<file path="config.mk">
export PLATFORM = sky130hd
export DESIGN_NAME = mpr_rx
export DESIGN_NICKNAME = d
export VERILOG_FILES = /design/src/rtl/mpr_pkg.sv /design/src/rtl/mpr_sync.sv /design/src/rtl/mpr_frame.sv /design/src/rtl/mpr_regs.sv /design/src/rtl/mpr_rx.sv
export SDC_FILE = /design/constraint.sdc
export NUM_CORES = 1
export LEC_CHECK = 0
export ABC_AREA = 0
export BUFFER_PORTS_ARGS = -buffer_cell sky130_fd_sc_hd__buf_2
export CAP_MARGIN = 20
export CORE_AREA = 2 2 113 60
export DETAILED_ROUTE_END_ITERATION = 12
export DIE_AREA = 0 0 115 62
export PLACE_DENSITY = 0.49
export SYNTH_ARGS = -nofsm -noshare
export SYNTH_HDL_FRONTEND = slang
export SYNTH_SLANG_ARGS = --single-unit
</file>
<file path="constraint.sdc">
create_clock -name clk -period 2.5 [get_ports clk]
set_input_delay 0.75 -clock clk [delete_from_list [all_inputs] [get_ports clk]]
set_output_delay 0.75 -clock clk [all_outputs]
set_load 0.05 [all_outputs]
</file>
<file path="src/rtl/mpr_pkg.sv">
package mpr_pkg;

    localparam int DATA_W  = 8;
    localparam int OS_RATE = 16;

    typedef enum logic [1:0] {
        ST_IDLE,
        ST_START,
        ST_BITS
    } rx_state_e;

    typedef enum logic [2:0] {
        EV_NONE,
        EV_DROP,
        EV_FRAMING,
        EV_OVERRUN,
        EV_STORE
    } rx_event_e;

    typedef struct packed {
        logic [DATA_W-1:0] data;
        logic              mpb;
        logic              stop_ok;
    } rx_frame_t;

    // Decide what a completed frame does to the register state.
    function automatic rx_event_e classify(
        input logic done,
        input logic filtering,
        input logic mpb,
        input logic stop_ok,
        input logic full
    );
        if (!done)                 return EV_NONE;
        if (filtering && !mpb)     return EV_DROP;
        if (!stop_ok)              return EV_FRAMING;
        if (full)                  return EV_OVERRUN;
        return EV_STORE;
    endfunction

endpackage

</file>
<file path="src/rtl/mpr_sync.sv">
module mpr_sync #(
    parameter int STAGES = 2
) (
    input  logic clk,
    input  logic rst,
    input  logic d,
    output logic q
);
    logic [STAGES-1:0] sr;

    always_ff @(posedge clk) begin
        if (rst) sr <= '1;
        else     sr <= {sr[STAGES-2:0], d};
    end

    assign q = sr[STAGES-1];
endmodule

</file>
<file path="src/rtl/mpr_frame.sv">
module mpr_frame
    import mpr_pkg::*;
#(
    parameter int OVS = OS_RATE
) (
    input  logic      clk,
    input  logic      rst,
    input  logic      tick,
    input  logic      rxd,
    input  logic      enable,
    output logic      done,
    output rx_frame_t frame
);
    localparam int HALF  = OVS / 2;
    localparam int CW    = $clog2(OVS);
    localparam int NBITS = DATA_W + 2;
    localparam int IW    = $clog2(NBITS);

    rx_state_e         state;
    logic [CW-1:0]     cnt;
    logic [IW-1:0]     idx;
    logic [DATA_W:0]   shreg;

    always_ff @(posedge clk) begin
        if (rst) begin
            state <= ST_IDLE;
            cnt   <= '0;
            idx   <= '0;
            shreg <= '0;
            done  <= 1'b0;
            frame <= '0;
        end else begin
            done <= 1'b0;
            if (!enable) begin
                state <= ST_IDLE;
            end else if (tick) begin
                case (state)
                    ST_IDLE: begin
                        if (!rxd) begin
                            state <= ST_START;
                            cnt   <= '0;
                        end
                    end
                    ST_START: begin
                        if (cnt == CW'(HALF - 1)) begin
                            cnt <= '0;
                            idx <= '0;
                            state <= rxd ? ST_IDLE : ST_BITS;
                        end else begin
                            cnt <= cnt + 1'b1;
                        end
                    end
                    ST_BITS: begin
                        if (cnt == CW'(OVS - 1)) begin
                            cnt <= '0;
                            if (idx == IW'(NBITS - 1)) begin
                                done          <= 1'b1;
                                frame.data    <= shreg[DATA_W-1:0];
                                frame.mpb     <= shreg[DATA_W];
                                frame.stop_ok <= rxd;
                                state         <= ST_IDLE;
                            end else begin
                                shreg <= {rxd, shreg[DATA_W:1]};
                                idx   <= idx + 1'b1;
                            end
                        end else begin
                            cnt <= cnt + 1'b1;
                        end
                    end
                    default: state <= ST_IDLE;
                endcase
            end
        end
    end
endmodule

</file>
<file path="src/rtl/mpr_regs.sv">
module mpr_regs
    import mpr_pkg::*;
(
    input  logic              clk,
    input  logic              rst,
    input  logic              done,
    input  rx_frame_t         frame,
    input  logic              filt_arm,
    input  logic              full_clr,
    input  logic              ovr_clr,
    input  logic              fer_clr,
    output logic [DATA_W-1:0] rx_byte,
    output logic              rx_mpb,
    output logic              rx_full,
    output logic              ovr_err,
    output logic              fer_err,
    output logic              filt_en,
    output logic              blocked
);
    rx_event_e ev;

    always_comb begin
        ev = classify(done, filt_en, frame.mpb, frame.stop_ok,
                      rx_full && !full_clr);
    end

    always_ff @(posedge clk) begin
        if (rst) begin
            rx_byte <= '0;
            rx_mpb  <= 1'b0;
            rx_full <= 1'b0;
            ovr_err <= 1'b0;
            fer_err <= 1'b0;
            filt_en <= 1'b0;
        end else begin
            if (full_clr) rx_full <= 1'b0;
            if (ovr_clr)  ovr_err <= 1'b0;
            if (fer_clr)  fer_err <= 1'b0;
            if (filt_arm) filt_en <= 1'b1;
            case (ev)
                EV_FRAMING: fer_err <= 1'b1;
                EV_OVERRUN: ovr_err <= 1'b1;
                EV_STORE: begin
                    rx_byte <= frame.data;
                    rx_mpb  <= frame.mpb;
                    rx_full <= 1'b1;
                    if (frame.mpb) filt_en <= 1'b0;
                end
                default: ;
            endcase
        end
    end

    assign blocked = ovr_err | fer_err;
endmodule

</file>
<file path="src/rtl/mpr_rx.sv">
module mpr_rx
    import mpr_pkg::*;
#(
    parameter int OVS         = OS_RATE,
    parameter int SYNC_STAGES = 2
) (
    input  logic              clk,
    input  logic              rst,
    input  logic              baud_tick,
    input  logic              rxd,
    input  logic              filt_arm,
    input  logic              full_clr,
    input  logic              ovr_clr,
    input  logic              fer_clr,
    output logic [DATA_W-1:0] rx_byte,
    output logic              rx_mpb,
    output logic              rx_full,
    output logic              ovr_err,
    output logic              fer_err,
    output logic              filt_en,
    output logic              rxd_level,
    output logic              rx_irq
);
    logic      rxd_s;
    logic      done;
    logic      blocked;
    rx_frame_t frame;

    mpr_sync #(.STAGES(SYNC_STAGES)) u_sync (
        .clk (clk),
        .rst (rst),
        .d   (rxd),
        .q   (rxd_s)
    );

    mpr_frame #(.OVS(OVS)) u_frame (
        .clk    (clk),
        .rst    (rst),
        .tick   (baud_tick),
        .rxd    (rxd_s),
        .enable (!blocked),
        .done   (done),
        .frame  (frame)
    );

    mpr_regs u_regs (
        .clk      (clk),
        .rst      (rst),
        .done     (done),
        .frame    (frame),
        .filt_arm (filt_arm),
        .full_clr (full_clr),
        .ovr_clr  (ovr_clr),
        .fer_clr  (fer_clr),
        .rx_byte  (rx_byte),
        .rx_mpb   (rx_mpb),
        .rx_full  (rx_full),
        .ovr_err  (ovr_err),
        .fer_err  (fer_err),
        .filt_en  (filt_en),
        .blocked  (blocked)
    );

    assign rxd_level = rxd_s;
    assign rx_irq    = rx_full | ovr_err | fer_err;
endmodule

</file>
## Word level (Yosys, flattened, before mapping)

Cells that the tools add are included.

| operators by class | value |
|---|---|
| mux-type cells | 41 |
| reduce and logical (&&, ||, !) cells | 17 |
| add/sub/neg operators | 2 |
| equality and inequality tests | 13 |
| bitwise gates (word level) | 8 |

Operator list:

| kind | number |
|---|---|
| $mux W3 | 8 |
| $mux W4 | 6 |
| $mux W1 | 19 |
| $reduce_and A5 Y1 | 3 |
| $pmux W4 S3 | 1 |
| $mux W2 | 5 |
| $add A4 B1 Y4 const B | 2 |
| $eq A4 B4 Y1 const B | 2 |
| $pmux W4 S2 | 1 |
| $reduce_bool A2 Y1 | 4 |
| $eq A3 B2 Y1 const B | 2 |
| $ne A2 B1 Y1 const B | 3 |
| $pmux W2 S3 | 1 |
| $reduce_and A6 Y1 | 1 |
| $not A1 Y1 | 5 |
| $reduce_or A5 Y1 | 1 |
| $eq A4 B3 Y1 const B | 1 |
| $ne A2 B2 Y1 const B | 2 |
| $reduce_and A4 Y1 | 1 |
| $eq A3 B3 Y1 const B | 1 |
| $or A1 B1 Y1 | 3 |
| $reduce_bool A3 Y1 | 1 |
| $eq A2 B1 Y1 const B | 1 |
| $eq A2 B2 Y1 const B | 1 |
| other kinds (4) | 6 |

| word-level totals | value |
|---|---|
| register bits after elaboration | 45 |
| logic and storage cells | 96 |
| output and inout bits | 15 |
| input port bits | 8 |

## Depth between registers and ports, before layout

Gate-level depths: netlist (run 1).

| depth | value |
|---|---|
| depth in word-level cells | 15 |
| gate-level depth with buffers | 8 |
| depth with buffers taken out | 6 |

## Hierarchy

A second synthesis (run 1) with hierarchy kept.

| unflattened totals | value |
|---|---|
| cells, all modules | 210 |
| area total of the unflattened synthesis | 2011.9 µm² |

By module, submodules not included:

| module | instances | area each (µm²) | cells an instance | seq. area each (µm²) |
|---|---|---|---|---|
| mpr_frame | 1 | 1365.1 | 147 | 600.6 |
| mpr_regs | 1 | 584.3 | 57 | 260.2 |
| mpr_sync | 1 | 52.6 | 4 | 40.0 |
| mpr_rx | 1 | 10.0 | 2 | 0.0 |

## Least setup slack after synthesis (run 1)

Ideal clock, no wire load.

| path | value |
|---|---|
| path type | input-to-reg |
| start point | input port baud_tick |
| end point | register u_frame.idx[3] |
| arrival time | 2084 ps |
| stages on the path | 4 |
| library setup time | 70 ps |
| path slack | 346 ps |
| required time | 2430 ps |
| path buffers | 0 |
| cell sequence | or3b_4 a211o_4 or4_1 a21oi_1 |

| on the way | value |
|---|---|
| longest elaborated chain between the ends | 1 |

Ends and longest elaborated chain:

| element | RTL line | RTL |
|---|---|---|
| from (decl) | mpr_rx.sv:9 | `input logic baud_tick,` |
| $reduce_and A6 Y1 (no source line) | -- |  |
| to (signal assigned) | mpr_frame.sv:64 | `idx <= idx + 1'b1;` |
| to (decl) | mpr_frame.sv:21 | `logic [IW-1:0] idx;` |

Every way passes these cells.
A chain may end at the register's enable or synchronous reset.

## Final worst setup path (run 1)

| path | value |
|---|---|
| start point | register u_frame.state[0] |
| end point | register u_frame.idx[1] |

| on the way | value |
|---|---|
| longest elaborated chain between the ends | 3 |
| elaborated cells on any way between the ends | 8 |
| those cells by class | eq/ne: 5; mux: 1; reduce/logical: 2 |

Ends and longest elaborated chain:

| element | RTL line | RTL |
|---|---|---|
| from (decl) | mpr_frame.sv:19 | `rx_state_e state;` |
| from (signal assigned) | mpr_frame.sv:48 | `state <= rxd ? ST_IDLE : ST_BITS;` |
| $eq A2 B2 Y1 / $eq A2 B1 Y1 (equally long branches) | mpr_frame.sv:37 | `case (state)` |
| $ne A2 B1 Y1 (no source line), or another cell as far along | -- |  |
| $reduce_and A6 Y1 (no source line) | -- |  |

Several ways; a longest one is shown, not always the timed one.

==> results.toml, run 1 <==
[critical_path]
cp-end-kind = "flip-flop"
cp_cell_sequence = "inv_1, ha_1, mux2i_1, a31oi_1, or4b_1, a21oi_1"
cp.arrival_ns = 2.31
worstPathMaxFanout = 10
slowest_delay_ns = 0.59
worstPathRequired_ns = 2.71
path_class = "flip-flop to flip-flop"
startpoint_type = "flip-flop"
slowest_stage = "or4b_1"

[placed_design]
dp_cells = 296
post-place-ws_ns = 0.1841
place.gp.congestion = 0.7112
post-dp-hpwl_mm = 3.032
portBuffers = 22
placed_area_um2 = 2147

[synthesis]
yosysSeqAreaShare_pct = 46.84
synth-compound-area-share_pct = 9.369
yosysTopAreaCellShare_pct = 46.84
synth_area_leader_cell = "dfxtp_1"
syn_nets = 213
synth_edf_count = 0
synth_fa_ha_area_share_pct = 5.205
yosysMostFrequentCell = "dfxtp_1"
synthArstFlopShare_pct = 0
yosys_warnings = 0
synthFlopType = "dfxtp_1"
synth_top_family_by_area = "simple AND/OR/NAND/NOR gates"
synthSimpleGateAreaFrac_pct = 18.80
netlist_instances = 197
ys_types = 38
ys_seq_elements = 45
postSynthAreaPerCell_um2 = 9.762
synth_area_leaders = "dfxtp_1, mux2i_1, nor2_1, ha_1, a21oi_1"
synth_common_cells = "dfxtp_1, mux2i_1, nor2_1, inv_1"
syn_area_um2 = 1923
synth_xor_area_share_pct = 0
synth.area.mux_share_pct = 16.14

[job]
drv_cap = 0

[clock_network]
ctsHoldBuffers = 0
cts_resized = 0
h-tree-depth = 2
postCtsSetupRepairBufs = 0
clk_latency_ns = 0.28
numCtsBuffers = 5
path_clk_slew_ns = 0.06
clock-sinks = 45
tritoncts = "done"
clockBufferDepth = 2
root_buffer = "clkbuf_16"

[die]
die_area_um2 = 7130
die_w_um = 115
start_util_pct = 30.50
dieHeight_um = 62
io_pins = 23
coreArea_um2 = 6306
rows = 21

[pwr]
vdd.ir_drop.worst_mv = 0.2210
total_power_mw = 1.389
power.density_nw_per_um2 = 610.0
p_leak_nw = 0.9390

[detailed_routing]
drtAntennaViolNets = 0
routedWlPerCell_um = 13.72
viasPerCell = 4.772
drc = 0
drtPass1Iterations = 4
totalWireLength_mm = 4.142
vias = 1441
drt_iter0_markers = 117

[sta]
max_slew.worst_pin.slew_ns = 0.7281
rsz0062_at_grt = "no"
max_freq_mhz = 477.0
fin_setup_tns_ns = 0
setup_viol = 0
worst_slack_ns = 0.4036
period_share_pct = 83.86
fin_skew_ns = 0.002904
layout_min_cycle_time_ns = 2.096
max-slew-margin-rel_pct = 51.23
maxSlewViolCount = 0
hold_viol = 0

[grt]
grt_overflow = 0
antenna_found_initial = 0
grt_pass1_wl_mm = 6.430
grt_max_degree = 18
first_global_vias = 1201
grt.total_usage_pct = 12.30

[status]
run_status = "finished, final reports clean"

[cells_and_area]
synthToLayoutAreaGrowth_pct = 18.41
nNetsFinal = 239
stdcell_area_um2 = 2277
finalNonFillerCells = 302
antenna_cells = 0
drive_above_1_share_pct = 18.92

[hold_path]
hp-class = "flip-flop to flip-flop"
through the flow:
stage / utilization, % / hold slack (ns)
after floorplan: - / 0.3895
after global placement: 34.05 / 0.3911
after detailed placement: 34.05 / 0.3989
after CTS: 36.11 / 0.4135
after global routing: 36.11 / 0.4247
final: 36.11 / 0.4092
state kept, by name, indices dropped and copies added, names as in the netlist:
name            count
u_regs.rx_full      1
u_frame.cnt         4
u_regs.filt_en      1
u_frame.idx         4
u_regs.rx_byte      8
u_sync.sr           2
u_frame.state       2
u_regs.rx_mpb       1
u_frame.frame      10
u_regs.ovr_err      1
u_regs.fer_err      1
u_frame.done        1
u_frame.shreg       9
layer usage:
metal | vias up | GRT usage (%) | share of wire [%]
li1 | 740 | - | -
met1 | 662 | 19.95 | 60
met2 | 34 | 13.78 | 33
met3 | 5 | 4.656 | 5.3
met4 | 0 | 3.614 | 0.70
met5 | - | 0 | 0
cell families after synthesis:
| group | count (synthesis) |
|---|---|
| and+or+nand+nor | 69 |
| AOI/OAI and AO/OA | 26 |
| DFF | 45 |
| buffers and inverters | 18 |
| adders and majority gates | 8 |
| muxes | 31 |
critical path, delay by kind of cell (launching register included):
kind | cells | cell delay, ns
AND/OR/NAND/NOR | 1 | 0.59
adder cells (fa/ha/maj) | 1 | 0.31
flip-flops | 1 | 0.38
multiplexers | 1 | 0.21
AO/OA/AOI/OAI | 2 | 0.44
buffers and inverters | 1 | 0.10
layout by cell type, fill, tap and decap left out, types with 2 or more instances in the layout:
master     synthesis  final
buf_4              0      6
dfxtp_1           45     45
or4_1              2      2
a21oi_1            8      8
buf_2              2     22
or4b_1             2      2
or2_2              3      3
and2_1             3      3
nand4b_1           2      2
ha_1               8      8
inv_1              9      9
clkbuf_16          0      5
nor2_1            31     31
o21ai_0            5      5
o31ai_1            3      3
or3_1              2      2
and3_1             2      2
nand2_1            6      6
o22ai_1            2      2
nand3b_1           3      3
mux2i_1           31     31
nor3_1             4      3
nand2b_1           2      2
area by class of cell:
type | instances | area, µm²
flip-flops and latches | 45 | 900.9
multi-input cells | 134 | 957.2
clock buffers | 5 | 125.1
repair buffers | 28 | 155.1
well taps | 80 | 100.1
inverters | 9 | 33.78
clock inverters | 1 | 5.005
fillers | 640 | 4029
worst paths after layout:
path,start,endpoint,slack [ns],cells past startpoint
worst min register to register,u_sync.sr[0],u_sync.sr[1],0.41,1
worst min-delay path,u_sync.sr[0],u_sync.sr[1],0.41,1
worst max-delay path,u_frame.state[0],u_frame.idx[1],0.40,6
worst max register to register,u_frame.state[0],u_frame.idx[1],0.40,6
power by group:
part / internal, mW / switching, mW / leakage [nW] / total [mW]
logic: 0.0208 / 0.0403 / 0.510 / 0.0611
registers: 0.721 / 0.00383 / 0.363 / 0.725
clock network: 0.357 / 0.246 / 0.0655 / 0.603
total: 1.10 / 0.291 / 0.939 / 1.39
Note: power is estimated with default switching activity, not from simulation.
==> run 2: changes to the inputs <==
--- a/config.mk
+++ b/config.mk
@@ -5,13 +5,13 @@
 export SDC_FILE = /design/constraint.sdc
 export NUM_CORES = 1
 export LEC_CHECK = 0
-export ABC_AREA = 0
+export ABC_AREA = 1
 export BUFFER_PORTS_ARGS = -buffer_cell sky130_fd_sc_hd__buf_2
 export CAP_MARGIN = 20
-export CORE_AREA = 2 2 113 60
+export CORE_AREA = 2 2 114 61
 export DETAILED_ROUTE_END_ITERATION = 12
-export DIE_AREA = 0 0 115 62
-export PLACE_DENSITY = 0.49
+export DIE_AREA = 0 0 116 63
+export PLACE_DENSITY = 0.51
 export SYNTH_ARGS = -nofsm -noshare
 export SYNTH_HDL_FRONTEND = slang
 export SYNTH_SLANG_ARGS = --single-unit
==> constraint.sdc (replaced) <==
create_clock -name clk -period 1.9 [get_ports clk]
set_input_delay 0.57 -clock clk [delete_from_list [all_inputs] [get_ports clk]]
set_output_delay 0.57 -clock clk [all_outputs]
set_load 0.05 [all_outputs]
==> results.toml, run 2 <==
[pwr]
p_comb_share_pct = 12.3
internal_power_mw = 1.542
vdd.ir_drop.worst_mv = 0.3935
p_sw_mw = 0.5881
power.density_nw_per_um2 = 913.3
p_leak_nw = 0.9216
pwr-share-seq_pct = 46.2
switching_share_pct = 27.61
p_clk_share_pct = 41.5

[synthesis]
synth_area_leaders = "dfxtp_1, nor2_1, o21ai_0, nand2_1, ha_1"
synthArstFlopShare_pct = 0
yosys_warnings = 0
synthFlopType = "dfxtp_1"
yosysTopAreaCellShare_pct = 45.83
synth_area_leader_cell = "dfxtp_1"
synth_edf_count = 0
syn_area_um2 = 1966
syn_nets = 274
ys_types = 31
ys_seq_elements = 45
postSynthAreaPerCell_um2 = 7.619
synth_common_cells = "nor2_1, dfxtp_1, nand2_1, o21ai_0, inv_1"
yosysMostFrequentCell = "nor2_1"
yosysSeqAreaShare_pct = 45.83
netlist_instances = 258

[cells_and_area]
regMostFlops = "u_frame.frame"
largest_reg_flops = 10
reg_top3 = "u_frame.frame: 10 flops, u_frame.shreg: 9 flops, u_regs.rx_byte: 8 flops"
synthToLayoutAreaGrowth_pct = 18.65
layout_commonest_cell = "nor2_1"
final_cell_mix = "nor2_1, dfxtp_1, nand2_1"
nNetsFinal = 300
fill_cells = 706
drive_above_1_share_pct = 19.30
antenna_cells = 0

[detailed_routing]
routedWlPerCell_um = 11.12
viasPerCell = 4.310
drtAntennaViolNets = 0
totalWireLength_mm = 4.192
vias = 1625
drc = 0
drtPass1Iterations = 4
drt_iter0_markers = 109

[sta]
whs_ns = 0.4096
hold_viol = 0
period_share_pct = 88.56
fin_setup_tns_ns = 0
max_freq_mhz = 594.3
setup_viol = 0
maxSlewViolCount = 0
layout_min_cycle_time_ns = 1.683
fin_skew_ns = 0.01030
rsz0062_at_grt = "no"
max-slew-margin-rel_pct = 77.15
max_slew.worst_pin.slew_ns = 0.3402

[status]
run_status = "finished, final reports clean"

[die]
coreArea_um2 = 6359
start_util_pct = 30.91
dieHeight_um = 63
io_pins = 23
die_w_um = 116
die_area_um2 = 7308
rows = 21

[critical_path]
cp-end-kind = "output pin"
cp_cell_sequence = "nor2_2, nand2_1, buf_2"
slowest_delay_ns = 0.34
worstPathMaxFanout = 3
timing.rr.end = "u_frame.frame[9]"
path_class = "flip-flop to output pin"
worstPathRequired_ns = 1.33
cp.arrival_ns = 1.11
startpoint_type = "flip-flop"
timing.rr.start = "u_frame.state[0]"
slowest_stage = "dfxtp_1"
r2r_cells = 7
ff2ff_setup_slack_ns = 0.33

[grt]
grt.total_usage_pct = 12.70
antenna_found_initial = 0
grt_max_degree = 32
grt_pass1_wl_mm = 7.010
first_global_vias = 1389
grt_overflow = 0

[clock_network]
clock-sinks = 45
clockBufferDepth = 2
clk_latency_ns = 0.29
tritoncts = "done"
ctsHoldBuffers = 0
h-tree-depth = 2
cts_resized = 0
numCtsBuffers = 5
path_clk_slew_ns = 0.07
postCtsSetupRepairBufs = 0
root_buffer = "clkbuf_16"

[placed_design]
post-dp-hpwl_mm = 3.057
place.gp.congestion = 0.8498
portBuffers = 22

[job]
drv_cap = 0

[hold_path]
hp-class = "flip-flop to flip-flop"
min_to = "u_sync.sr[1]"
hold_depth = 1
hp-start = "u_sync.sr[0]"
run 2: cells by family after synthesis:
logic type	count (synthesis)	synth area share (%)
AO/OA/AOI/OAI	49	13.18
buffers and inverters	31	6.620
AND/OR/NAND/NOR	124	28.83
XOR/XNOR	1	0.4457
flip-flops	45	45.83
adder cells (fa/ha/maj)	8	5.093
run 2: worst max-delay path by stage:
stage | start | endpoint | slack, ns | cells past startpoint
final | u_regs.fer_err | rx_irq | 0.22 | 3
after global routing | u_frame.state[1] | u_frame.cnt[1] | 0.12 | 6
after global placement | full_clr | u_regs.rx_byte[0] | 0.30 | 7
after floorplan | u_regs.fer_err | rx_irq | 0.21 | 2
after CTS | u_regs.fer_err | rx_irq | 0.21 | 3
after detailed placement | full_clr | u_regs.rx_byte[0] | 0.30 | 7
run 2: critical path, delay by kind of cell (launching register included):
family,cells,cell delay (ns)
flip-flops,1,0.34
AND/OR/NAND/NOR,2,0.27
buffers and inverters,1,0.21
run 2: power by group through the flow:
| stage | Sequential (mW) | Combinational, mW | Clock [mW] |
|---|---|---|---|
| finish | 0.985 | 0.261 | 0.884 |
| global route | 0.987 | 0.296 | 0.951 |
| CTS | 0.983 | 0.258 | 0.913 |
| detailed placement | 1.01 | 0.258 | 0 |
| global placement | 1.01 | 0.259 | 0 |
| floorplan | 1.01 | 0.188 | 0 |
run 2: through the flow:
stage | instances | instance area, µm² | setup WS, ns | util (%) | power (mW)
after floorplan | 258 | 1966 | 0.2126 | - | 1.196
after global placement | 369 | 2182 | 0.3048 | 34.32 | 1.264
after detailed placement | 369 | 2182 | 0.2997 | 34.32 | 1.263
after CTS | 377 | 2332 | 0.2130 | 36.68 | 2.154
after global routing | 377 | 2332 | 0.1220 | 36.68 | 2.234
final | 377 | 2332 | 0.2174 | 36.68 | 2.130
run 2: final cells by class:
type                       count  area, µm²  share of cell area (%)
clock buffer                   5      125.1                   5.365
sequential                    45      900.9                   38.63
inverter                      25      98.84                   4.238
timing repair buffer          25      132.6                   5.687
tap                           92      115.1                   4.936
multi-input combinational    182      934.6                   40.08
clock inverter                 3      25.02                   1.073
run 2: per-layer routing:
| metal | vias up | global-route usage [%] | wire length (µm) |
|---|---|---|---|
| met5 | - | 0 | 0 |
| met4 | 0 | 5.357 | 72 |
| met3 | 9 | 4.462 | 217 |
| met2 | 30 | 14.40 | 1284 |
| met1 | 708 | 20.28 | 2617 |
| li1 | 878 | - | - |
